**config.mk**
```make
export PLATFORM = sky130hd
export DESIGN_NAME = psram_host_ctrl
export DESIGN_NICKNAME = d
export VERILOG_FILES = /design/src/rtl/psram_ctrl_pkg.sv /design/src/rtl/psram_phase_timer.sv /design/src/rtl/psram_refresh_timer.sv /design/src/rtl/psram_host_ctrl.sv
export SDC_FILE = /design/constraint.sdc
export NUM_CORES = 1
export LEC_CHECK = 0
export ABC_AREA = 1
export BUFFER_PORTS_ARGS = -buffer_cell sky130_fd_sc_hd__buf_2
export CAP_MARGIN = 0
export CORE_AREA = 5 5 107 109
export CTS_CLUSTER_SIZE = 24
export DETAILED_ROUTE_END_ITERATION = 10
export DIE_AREA = 0 0 112 114
export PLACE_DENSITY = 0.57
export SYNTH_ARGS = -nofsm -noshare
export SYNTH_HDL_FRONTEND = slang
export SYNTH_SLANG_ARGS = --single-unit
```
**constraint.sdc**
```tcl
create_clock -name clk -period 3.1 [get_ports clk]
set_input_delay 0.62 -clock clk [delete_from_list [all_inputs] [get_ports clk]]
set_output_delay 0.62 -clock clk [all_outputs]
set_load 0.1 [all_outputs]
```
**src/rtl/psram_ctrl_pkg.sv**
```systemverilog
package psram_ctrl_pkg;

  typedef enum logic [2:0] {
    ST_INIT,
    ST_DUMMY_ACT,
    ST_DUMMY_PRE,
    ST_IDLE,
    ST_ACT,
    ST_PRE,
    ST_REF_LOW,
    ST_REF_REC
  } ctrl_state_t;

  // Whole clocks covering a duration in ns (rounded up).
  function automatic int ns2clk(input int ns, input int period);
    return (ns + period - 1) / period;
  endfunction

  function automatic int max2(input int a, input int b);
    return (a > b) ? a : b;
  endfunction

endpackage

```
**src/rtl/psram_phase_timer.sv**
```systemverilog
module psram_phase_timer #(
  parameter int CNT_W   = 16,
  parameter int RST_VAL = 0
) (
  input  logic             clk,
  input  logic             rst,
  input  logic             load,
  input  logic [CNT_W-1:0] load_val,
  output logic             expired
);

  logic [CNT_W-1:0] cnt;

  always_ff @(posedge clk) begin
    if (rst)               cnt <= CNT_W'(RST_VAL);
    else if (load)         cnt <= load_val;
    else if (cnt != '0)    cnt <= cnt - 1'b1;
  end

  assign expired = (cnt == '0);

  AST_TIMER_COUNTS_DOWN: assert property (@(posedge clk) disable iff (rst)
    (!load && !expired) |=> (cnt == $past(cnt) - 1'b1));

endmodule

```
**src/rtl/psram_refresh_timer.sv**
```systemverilog
module psram_refresh_timer #(
  parameter int PERIOD_CLKS = 1560
) (
  input  logic clk,
  input  logic rst,
  input  logic ack,
  output logic pending
);

  localparam int CW = $clog2(PERIOD_CLKS + 1);

  logic [CW-1:0] cnt;
  logic          tick;

  assign tick = (cnt == CW'(PERIOD_CLKS - 1));

  always_ff @(posedge clk) begin
    if (rst) begin
      cnt     <= '0;
      pending <= 1'b0;
    end else begin
      cnt <= tick ? '0 : cnt + 1'b1;
      if (tick)     pending <= 1'b1;
      else if (ack) pending <= 1'b0;
    end
  end

  AST_PENDING_HELD: assert property (@(posedge clk) disable iff (rst)
    (pending && !ack) |=> pending);

endmodule

```
**src/rtl/psram_host_ctrl.sv**
```systemverilog
module psram_host_ctrl
  import psram_ctrl_pkg::*;
#(
  parameter int CLK_NS        = 10,
  parameter int ADDR_W        = 16,
  parameter int DATA_W        = 8,
  parameter int INIT_NS       = 100000,
  parameter int DUMMY_CYCLES  = 8,
  parameter int REF_PERIOD_NS = 15600,
  parameter int T_ACCESS_NS   = 80,
  parameter int T_OE_ACC_NS   = 30,
  parameter int T_CYCLE_NS    = 140,
  parameter int T_PRECH_NS    = 50,
  parameter int T_REF_LOW_NS  = 30,
  parameter int T_REF_CYC_NS  = 130,
  parameter int T_REF_CE_NS   = 160
) (
  input  logic              clk,
  input  logic              rst,
  input  logic              req_valid,
  output logic              req_ready,
  input  logic              req_write,
  input  logic [ADDR_W-1:0] req_addr,
  input  logic [DATA_W-1:0] req_wdata,
  output logic              rsp_valid,
  output logic [DATA_W-1:0] rsp_rdata,
  output logic              psram_ce_n,
  output logic              psram_we_n,
  output logic              psram_oe_n,
  output logic [ADDR_W-1:0] psram_addr,
  output logic [DATA_W-1:0] psram_dq_out,
  output logic              psram_dq_oe,
  input  logic [DATA_W-1:0] psram_dq_in
);

  // Output enable follows chip enable by one clock, so the active phase
  // must cover both the chip-enable access time and the OE access time.
  localparam int ACT_CLKS = max2(ns2clk(T_ACCESS_NS, CLK_NS), 1 + ns2clk(T_OE_ACC_NS, CLK_NS));
  localparam int PRE_CLKS = max2(max2(ns2clk(T_PRECH_NS, CLK_NS),
                                      ns2clk(T_CYCLE_NS, CLK_NS) - ACT_CLKS), 1);
  localparam int RLO_CLKS = max2(ns2clk(T_REF_LOW_NS, CLK_NS), 1);
  localparam int RRC_CLKS = max2(ns2clk(T_REF_CE_NS, CLK_NS),
                                 ns2clk(T_REF_CYC_NS, CLK_NS) - RLO_CLKS);
  localparam int INIT_CLKS = ns2clk(INIT_NS, CLK_NS);
  localparam int REF_CLKS  = REF_PERIOD_NS / CLK_NS;
  localparam int CNT_W     = $clog2(max2(INIT_CLKS, max2(RRC_CLKS, ACT_CLKS)) + 2);
  localparam int DUM_W     = $clog2(DUMMY_CYCLES + 1);

  ctrl_state_t      state, state_d;
  logic             t_exp, t_load;
  logic [CNT_W-1:0] t_val;
  logic             ref_pend, ref_ack;
  logic             accept, wr_q, wr_d;
  logic [DUM_W-1:0] dummy_left;

  psram_phase_timer #(.CNT_W(CNT_W), .RST_VAL(INIT_CLKS)) u_phase (
    .clk(clk), .rst(rst), .load(t_load), .load_val(t_val), .expired(t_exp)
  );

  psram_refresh_timer #(.PERIOD_CLKS(REF_CLKS)) u_refresh (
    .clk(clk), .rst(rst), .ack(ref_ack), .pending(ref_pend)
  );

  assign req_ready = (state == ST_IDLE) && !ref_pend;
  assign accept    = req_valid && req_ready;
  assign ref_ack   = (state == ST_IDLE) && ref_pend;
  assign wr_d      = accept ? req_write : wr_q;

  always_comb begin
    state_d = state;
    t_load  = 1'b0;
    t_val   = '0;
    unique case (state)
      ST_INIT: if (t_exp) begin
        state_d = ST_DUMMY_ACT; t_load = 1'b1; t_val = CNT_W'(ACT_CLKS - 1);
      end
      ST_DUMMY_ACT: if (t_exp) begin
        state_d = ST_DUMMY_PRE; t_load = 1'b1; t_val = CNT_W'(PRE_CLKS - 1);
      end
      ST_DUMMY_PRE: if (t_exp) begin
        if (dummy_left == DUM_W'(1)) state_d = ST_IDLE;
        else begin
          state_d = ST_DUMMY_ACT; t_load = 1'b1; t_val = CNT_W'(ACT_CLKS - 1);
        end
      end
      ST_IDLE: begin
        if (ref_pend) begin
          state_d = ST_REF_LOW; t_load = 1'b1; t_val = CNT_W'(RLO_CLKS - 1);
        end else if (accept) begin
          state_d = ST_ACT; t_load = 1'b1; t_val = CNT_W'(ACT_CLKS - 1);
        end
      end
      ST_ACT: if (t_exp) begin
        state_d = ST_PRE; t_load = 1'b1; t_val = CNT_W'(PRE_CLKS - 1);
      end
      ST_PRE: if (t_exp) state_d = ST_IDLE;
      ST_REF_LOW: if (t_exp) begin
        state_d = ST_REF_REC; t_load = 1'b1; t_val = CNT_W'(RRC_CLKS - 1);
      end
      ST_REF_REC: if (t_exp) state_d = ST_IDLE;
      default: state_d = ST_INIT;
    endcase
  end

  always_ff @(posedge clk) begin
    if (rst) begin
      state        <= ST_INIT;
      dummy_left   <= DUM_W'(DUMMY_CYCLES);
      wr_q         <= 1'b0;
      psram_ce_n   <= 1'b1;
      psram_we_n   <= 1'b1;
      psram_oe_n   <= 1'b1;
      psram_dq_oe  <= 1'b0;
      psram_addr   <= '0;
      psram_dq_out <= '0;
      rsp_valid    <= 1'b0;
      rsp_rdata    <= '0;
    end else begin
      state <= state_d;
      if (state == ST_DUMMY_PRE && t_exp) dummy_left <= dummy_left - 1'b1;
      if (accept) begin
        wr_q         <= req_write;
        psram_addr   <= req_addr;
        psram_dq_out <= req_wdata;
      end
      psram_ce_n  <= !(state_d == ST_ACT || state_d == ST_DUMMY_ACT);
      psram_we_n  <= !(state_d == ST_ACT && wr_d);
      psram_oe_n  <= !((state_d == ST_ACT && state == ST_ACT && !wr_q) ||
                       state_d == ST_REF_LOW);
      psram_dq_oe <= (state_d == ST_ACT || state_d == ST_PRE) && wr_d;
      rsp_valid   <= (state == ST_ACT) && t_exp && !wr_q;
      if ((state == ST_ACT) && t_exp && !wr_q) rsp_rdata <= psram_dq_in;
    end
  end

  AST_ADDR_HELD: assert property (@(posedge clk) disable iff (rst)
    (!psram_ce_n && !$past(psram_ce_n)) |-> $stable(psram_addr));
  AST_WE_INSIDE_CE: assert property (@(posedge clk) disable iff (rst)
    !psram_we_n |-> !psram_ce_n);
  AST_REFRESH_FROM_CE_HIGH: assert property (@(posedge clk) disable iff (rst)
    (!psram_oe_n && psram_ce_n) |-> $past(psram_ce_n));
  AST_BUS_FREE_AT_OE: assert property (@(posedge clk) disable iff (rst)
    (!psram_oe_n && !psram_ce_n) |-> (!psram_dq_oe && !$past(psram_dq_oe)));
  AST_RSP_SINGLE: assert property (@(posedge clk) disable iff (rst)
    rsp_valid |=> !rsp_valid);
  AST_READY_ONLY_QUIET: assert property (@(posedge clk) disable iff (rst)
    req_ready |-> (psram_ce_n && psram_oe_n && !ref_pend));

endmodule

```
Word-level counts from Yosys, hierarchy flattened
Index checks and enable logic that the tools add are counted.
{ "op_classes": {"n_reduce_logical": 27, "n_mux": 29, "addsub": 3, "n_eq_ne": 13} }
{ "op_table": {"columns": ["cell", "count"], "rows": [
  ["$mux W3", 14],
  ["$mux W14", 2],
  ["$eq A3 B3 Y1 const B", 7],
  ["$pmux W3 S7", 1],
  ["$pmux W4 S5", 1],
  ["$logic_not A14 Y1", 1],
  ["$reduce_bool A14 Y1", 1],
  ["$sub A14 B1 Y14 const B", 1],
  ["$add A11 B1 Y11 const B", 1],
  ["$eq A11 B11 Y1 const B", 1],
  ["$logic_and A1 B1 Y1", 10],
  ["$mux W1", 8],
  ["$eq A3 B1 Y1 const B", 2],
  ["$eq A3 B2 Y1 const B", 2],
  ["$reduce_or A2 Y1", 3],
  ["$logic_not A1 Y1", 5],
  ["$eq A4 B1 Y1 const B", 1],
  ["$mux W4", 1],
  ["$reduce_bool A2 Y1", 2],
  ["$reduce_or A4 Y1", 1],
  ["$sub A4 B1 Y4 const B", 1],
  ["$logic_not A3 Y1", 1],
  ["$logic_or A1 B1 Y1", 3],
  ["$pmux W1 S3", 1],
  ["$mux W2", 1]
]} }
{ "word_totals": {"wordCells": 86, "out_inout_bits": 38, "ff_bits": 71, "input_bits": 36} }

Longest topological paths before layout
{ "logic_depth": {"ltp_word": 11, "mapped_depth": 12, "mapped_depth_nobuf": 12} }

Hierarchy
From an unflattened synthesis, not the netlist that was laid out.
{ "unflattened": {"cells_unflattened": 498, "area_unflattened_um2": 3529.6} }
{ "by_module_without_submodules": {"columns": ["module", "instances", "area_per_inst_um2", "seq_area_each_um2", "cells_each"], "rows": [
  ["psram_host_ctrl", 1, 1973.1, 900.9, 267],
  ["psram_phase_timer", 1, 958.4, 280.3, 151],
  ["psram_refresh_timer", 1, 598.1, 240.2, 80]
]} }

Worst setup path after synthesis
OpenSTA, ideal clock, no wires.
{ "synth_timing": {"kind": "reg2out", "start": "register state[1]", "end": "output req_ready", "stages_incl_launch_ff": 6, "arrival_time_ns": 1.349, "path_buffers": 1, "setup_slack_ns": 1.131, "required_time_ns": 2.480, "path_cell_list": "dfxtp_1 -> nand2_2 -> nor2_4 -> inv_2 -> nor2_8 -> buf_2"} }
{ "synth_via": {"elab_chain_len": 2} }
{ "synth_rtl": {"columns": ["item", "line_no", "source"], "rows": [
  ["start: declaration", "psram_host_ctrl.sv:49", "ctrl_state_t state, state_d;"],
  ["start signal: assignment", "psram_host_ctrl.sv:119", "state <= state_d;"],
  ["$eq A3 B2 Y1", "psram_host_ctrl.sv:64", "assign req_ready = (state == ST_IDLE) && !ref_pend;"],
  ["$logic_and A1 B1 Y1", "psram_host_ctrl.sv:64", null],
  ["end: declaration", "psram_host_ctrl.sv:21", "output logic req_ready,"]
]} }
Every way passes these cells.

Worst setup path in the final report
Same ends and word-level chain as after synthesis.

==> tab_implementation.tex <==
\begin{tabular}{lr}
\hline
Metric & Value \\
\hline
\multicolumn{2}{l}{\textbf{Outcome}} \\
Run status & complete, no violations \\
\multicolumn{2}{l}{\textbf{Routing}} \\
Number of vias after detailed routing & 2834 \\
Pre-Repair DR Iteration Count & 4 \\
Post-route DRC violation count & 0 \\
Detailed-route vias per instance & 4.49 \\
Residual antenna-violating net count after detailed routing & 0 \\
Routed WL per cell & 11.2 um \\
Iteration-0 DRC Markers & 122 \\
Total Routed Length & 7070 um \\
\multicolumn{2}{l}{\textbf{Yosys}} \\
Compound-Gate Fraction of Synth Area & between 10\% and 20\% \\
Flop and latch count out of synthesis & 71 \\
Number of instances in the synthesized netlist & 417 \\
Multiplexer share of the synthesized area & 0\% \\
Leading area contributor after synthesis & sky130\_fd\_sc\_hd\_\_dfxtp\_1 \\
Fraction of post-synthesis cell area in the top cell type by area & between 40 and 50\% \\
Top cells by area, synth & sky130\_fd\_sc\_hd\_\_dfxtp\_1 (46\%), sky130\_fd\_sc\_hd\_\_nand2\_1 (9.9\%), sky130\_fd\_sc\_hd\_\_a21oi\_1 (7.6\%), sky130\_fd\_sc\_hd\_\_nand3\_1 (6.6\%), sky130\_fd\_sc\_hd\_\_nor2\_1 (5.7\%) \\
Post-synthesis net count & roughly 460 \\
Yosys cell types & 35 \\
Simple logic cell fraction of the synthesized area & 29.8\% \\
Post-Synthesis Mean Instance Area & 7.45 um\^{}2 \\
Fraction of the mapped netlist area in adder cells & between 1.5 and 2\% \\
Seq/Total Area, Yosys & 45.7\% \\
Synthesized-area fraction occupied by xor and xnor cells & 3.10\% \\
Largest family of logic cells by synthesized area & simple AND/OR/NAND/NOR gates \\
Netlist area before placement & between 3000 and 4000 um\^{}2 \\
Total of warnings raised by yosys & 0 \\
\multicolumn{2}{l}{\textbf{Power}} \\
Total Power Consumption & 0.00182 W \\
IR drop worst, VDD & 0.216 mV \\
Leakage Power & 1.63 nW \\
Power density over the cells & approximately 480 nW/um\^{}2 \\
\multicolumn{2}{l}{\textbf{Die}} \\
DIE HEIGHT & 114 um \\
Die boundary width & 112 um \\
Full die area & around 13000 um\^{}2 \\
Effective utilization at floorplan & 29.6\% \\
Core Area & 10500 um\^{}2 \\
Core Rows & 38 \\
Num ports & 74 \\
\multicolumn{2}{l}{\textbf{Timing}} \\
Clk\_skew & 0.0120 ns \\
Final Hold Viols & 0 \\
Setup TNS & 0 ns \\
Final setup vio count & 0 \\
Measured slew at the worst slew-check pin & between 0.6 and 0.7 ns \\
Final cycle utilization of the critical path & 83.4\% \\
Crit path time final & around 2.6 ns \\
Final Max Tran Viols & 0 \\
Max\_slew headroom & 55.0\% \\
Timing-limited maximum frequency & 387 MHz \\
Unrepaired setup endpoints after global routing & no \\
\multicolumn{2}{l}{\textbf{Critical path}} \\
Critical Path Source Type & flip-flop \\
Worst r2r path cells & 11 \\
Setup crit end kind & output port \\
Worst setup endpoint & req\_ready \\
CP arrival & 1.96 ns \\
Origin of the worst setup path & state[1] \\
Start-to-end type of the worst setup path & reg -> out \\
Critical path fanouts, max & 27 \\
Endpoint of the lowest-slack register-to-register path & psram\_ce\_n \\
Worst R2R Start & u\_phase.cnt[0] \\
Slack of the worst reg-to-reg path & 1.06 ns \\
Crit path required time & between 2 and 2.5 ns \\
\multicolumn{2}{l}{\textbf{CTS}} \\
Clock root buffer & sky130\_fd\_sc\_hd\_\_clkbuf\_8 \\
Number of gates resized after cts & 0 \\
Post-CTS Hold Buffers & 0 \\
Clock-pin slew of the registers on the worst-case setup and hold paths & 0.08 ns \\
\# Post-CTS Setup Buffers & 0 \\
Number of buffers on the longest clock path & 2 \\
Depth of the CTS H-tree & 3 \\
Clock network latency to the later pin of the worst-skew pair & 0.33 ns \\
Sink Count & 71 \\
Clock tree from TritonCTS & done \\
Total clock buffers created by CTS & 9 \\
\multicolumn{2}{l}{\textbf{Placement}} \\
GP Congestion & $\sim$0.82 \\
Post-Place Cells & $\sim$620 \\
Post-detail-place hpwl & 5080 um \\
Number of port buffers & 73 \\
\multicolumn{2}{l}{\textbf{Job}} \\
Number of maximum-capacitance violations & 0 \\
\multicolumn{2}{l}{\textbf{Cells and area}} \\
Post-layout utilization of the core & a little over a third \\
Final antenna diode count & 0 \\
Synthesis-to-finish area growth & 21.1\% \\
Fillers & 1111 \\
Share of final-layout standard cells stronger than drive strength 1 & 22.2\% \\
Filler-free cell count of the finished design & 631 \\
Number of nets in the layout & 527 \\
\multicolumn{2}{l}{\textbf{Global route}} \\
Total track usage & 11.4\% \\
Final global-route overflow total & 0 \\
Vias in the first global route & about 2800 \\
Global-route wire length before repair & 12100 um \\
Number of antenna violations at the first check in global routing & 0 \\
Largest net degree at the start of global routing & 36 \\
\multicolumn{2}{l}{\textbf{Worst hold path}} \\
Path class of the lowest-slack min-delay path & reg -> reg \\
Number of cells traversed by the worst hold path & 2 \\
\hline
\end{tabular}
layout make-up:
type	count	area (um^2)	share of cell area, %
clock buffers	11	131	3.49
clock inverters	4	47.5	1.26
inverters	43	161	4.29
multi-input cells	288	1460	38.7
flip-flops and latches	71	1420	37.8
well taps	140	175	4.65
repair buffers	74	373	9.90
per-layer routing:
metal  track usage, %  wire (um)  vias up
li1                 -          -     1486
met1             13.7       3280     1266
met2             19.1       3210       76
met3             4.19        500        6
met4             3.53         72        0
met5                0          0        -
worst min-delay path by stage:
stage,startpoint,to,slack (ns)
floorplan,u_refresh.cnt[0],u_refresh.cnt[0],0.42
global placement,rsp_rdata[7],rsp_rdata[7],0.43
detailed placement,u_refresh.cnt[0],u_refresh.cnt[0],0.43
CTS,rsp_rdata[7],rsp_rdata[7],0.45
global route,rsp_rdata[1],rsp_rdata[1],0.47
finish,rsp_rdata[7],rsp_rdata[7],0.44
critical path, cell delays in order, from the launching register on:
cell	delay, ns
sky130_fd_sc_hd__dfxtp_1	0.46
sky130_fd_sc_hd__nand2_2	0.13
sky130_fd_sc_hd__nor2_4	0.14
sky130_fd_sc_hd__inv_2	0.08
sky130_fd_sc_hd__nor2_8	0.31
sky130_fd_sc_hd__buf_2	0.51
sequential cells by signal (all words and copies together) (netlist names), 3 cells and up:
name,cells
psram_addr,16
u_phase.cnt,14
u_refresh.cnt,11
psram_dq_out,8
rsp_rdata,8
dummy_left,4
state,3
logic make-up after synthesis:
family                     Yosys count
xor gates and xnor gates            11
adders and majority gates            4
AOI/OAI and AO/OA                   72
and+or+nand+nor                    201
buffers and inverters               58
DFF                                 71
Yosys cell counts (all sizes together):
| library cell | instances |
|---|---|
| a211oi | 1 |
| nor2 | 56 |
| xnor2 | 2 |
| nand2 | 87 |
| or2 | 1 |
| o21bai | 3 |
| ha | 4 |
| inv | 43 |
| nand3b | 2 |
| nand3 | 42 |
| o21a | 1 |
| xor2 | 9 |
| nand4 | 6 |
| nor4 | 1 |
| nor3 | 5 |
| dfxtp | 71 |
| a31oi | 1 |
| a21oi | 48 |
| o2111ai | 1 |
| buf | 7 |
| o21ai | 17 |
| clkbuf | 8 |
| nor3b | 1 |
per-stage QoR:
step	instance area (um^2)	setup slack, ns	hold slack [ns]
final	3760	0.516	0.445
after global routing	3760	0.404	0.468
after CTS	3760	0.506	0.448
after detailed placement	3590	0.878	0.435
after global placement	3590	0.921	0.428
after floorplan	3110	1.13	0.418
power breakdown:
group	switching (W)	total, W	internal (W)
registers	0.0000184	0.000953	0.000935
logic	0.000106	0.000169	0.0000637
clock network	0.000334	0.000699	0.000366
placed cells by master, fill, tap and decap left out, drive strengths merged, types with 4 or more instances in the layout:
cell type	synthesis	final
a21oi	48	48
buf	7	74
clkbuf	8	11
dfxtp	71	71
ha	4	4
inv	43	43
nand2	87	87
nand3	42	42
nand4	6	6
nor2	56	56
nor3	5	5
o21ai	17	17
xor2	9	9
Note: power is estimated with default switching activity, not from simulation.
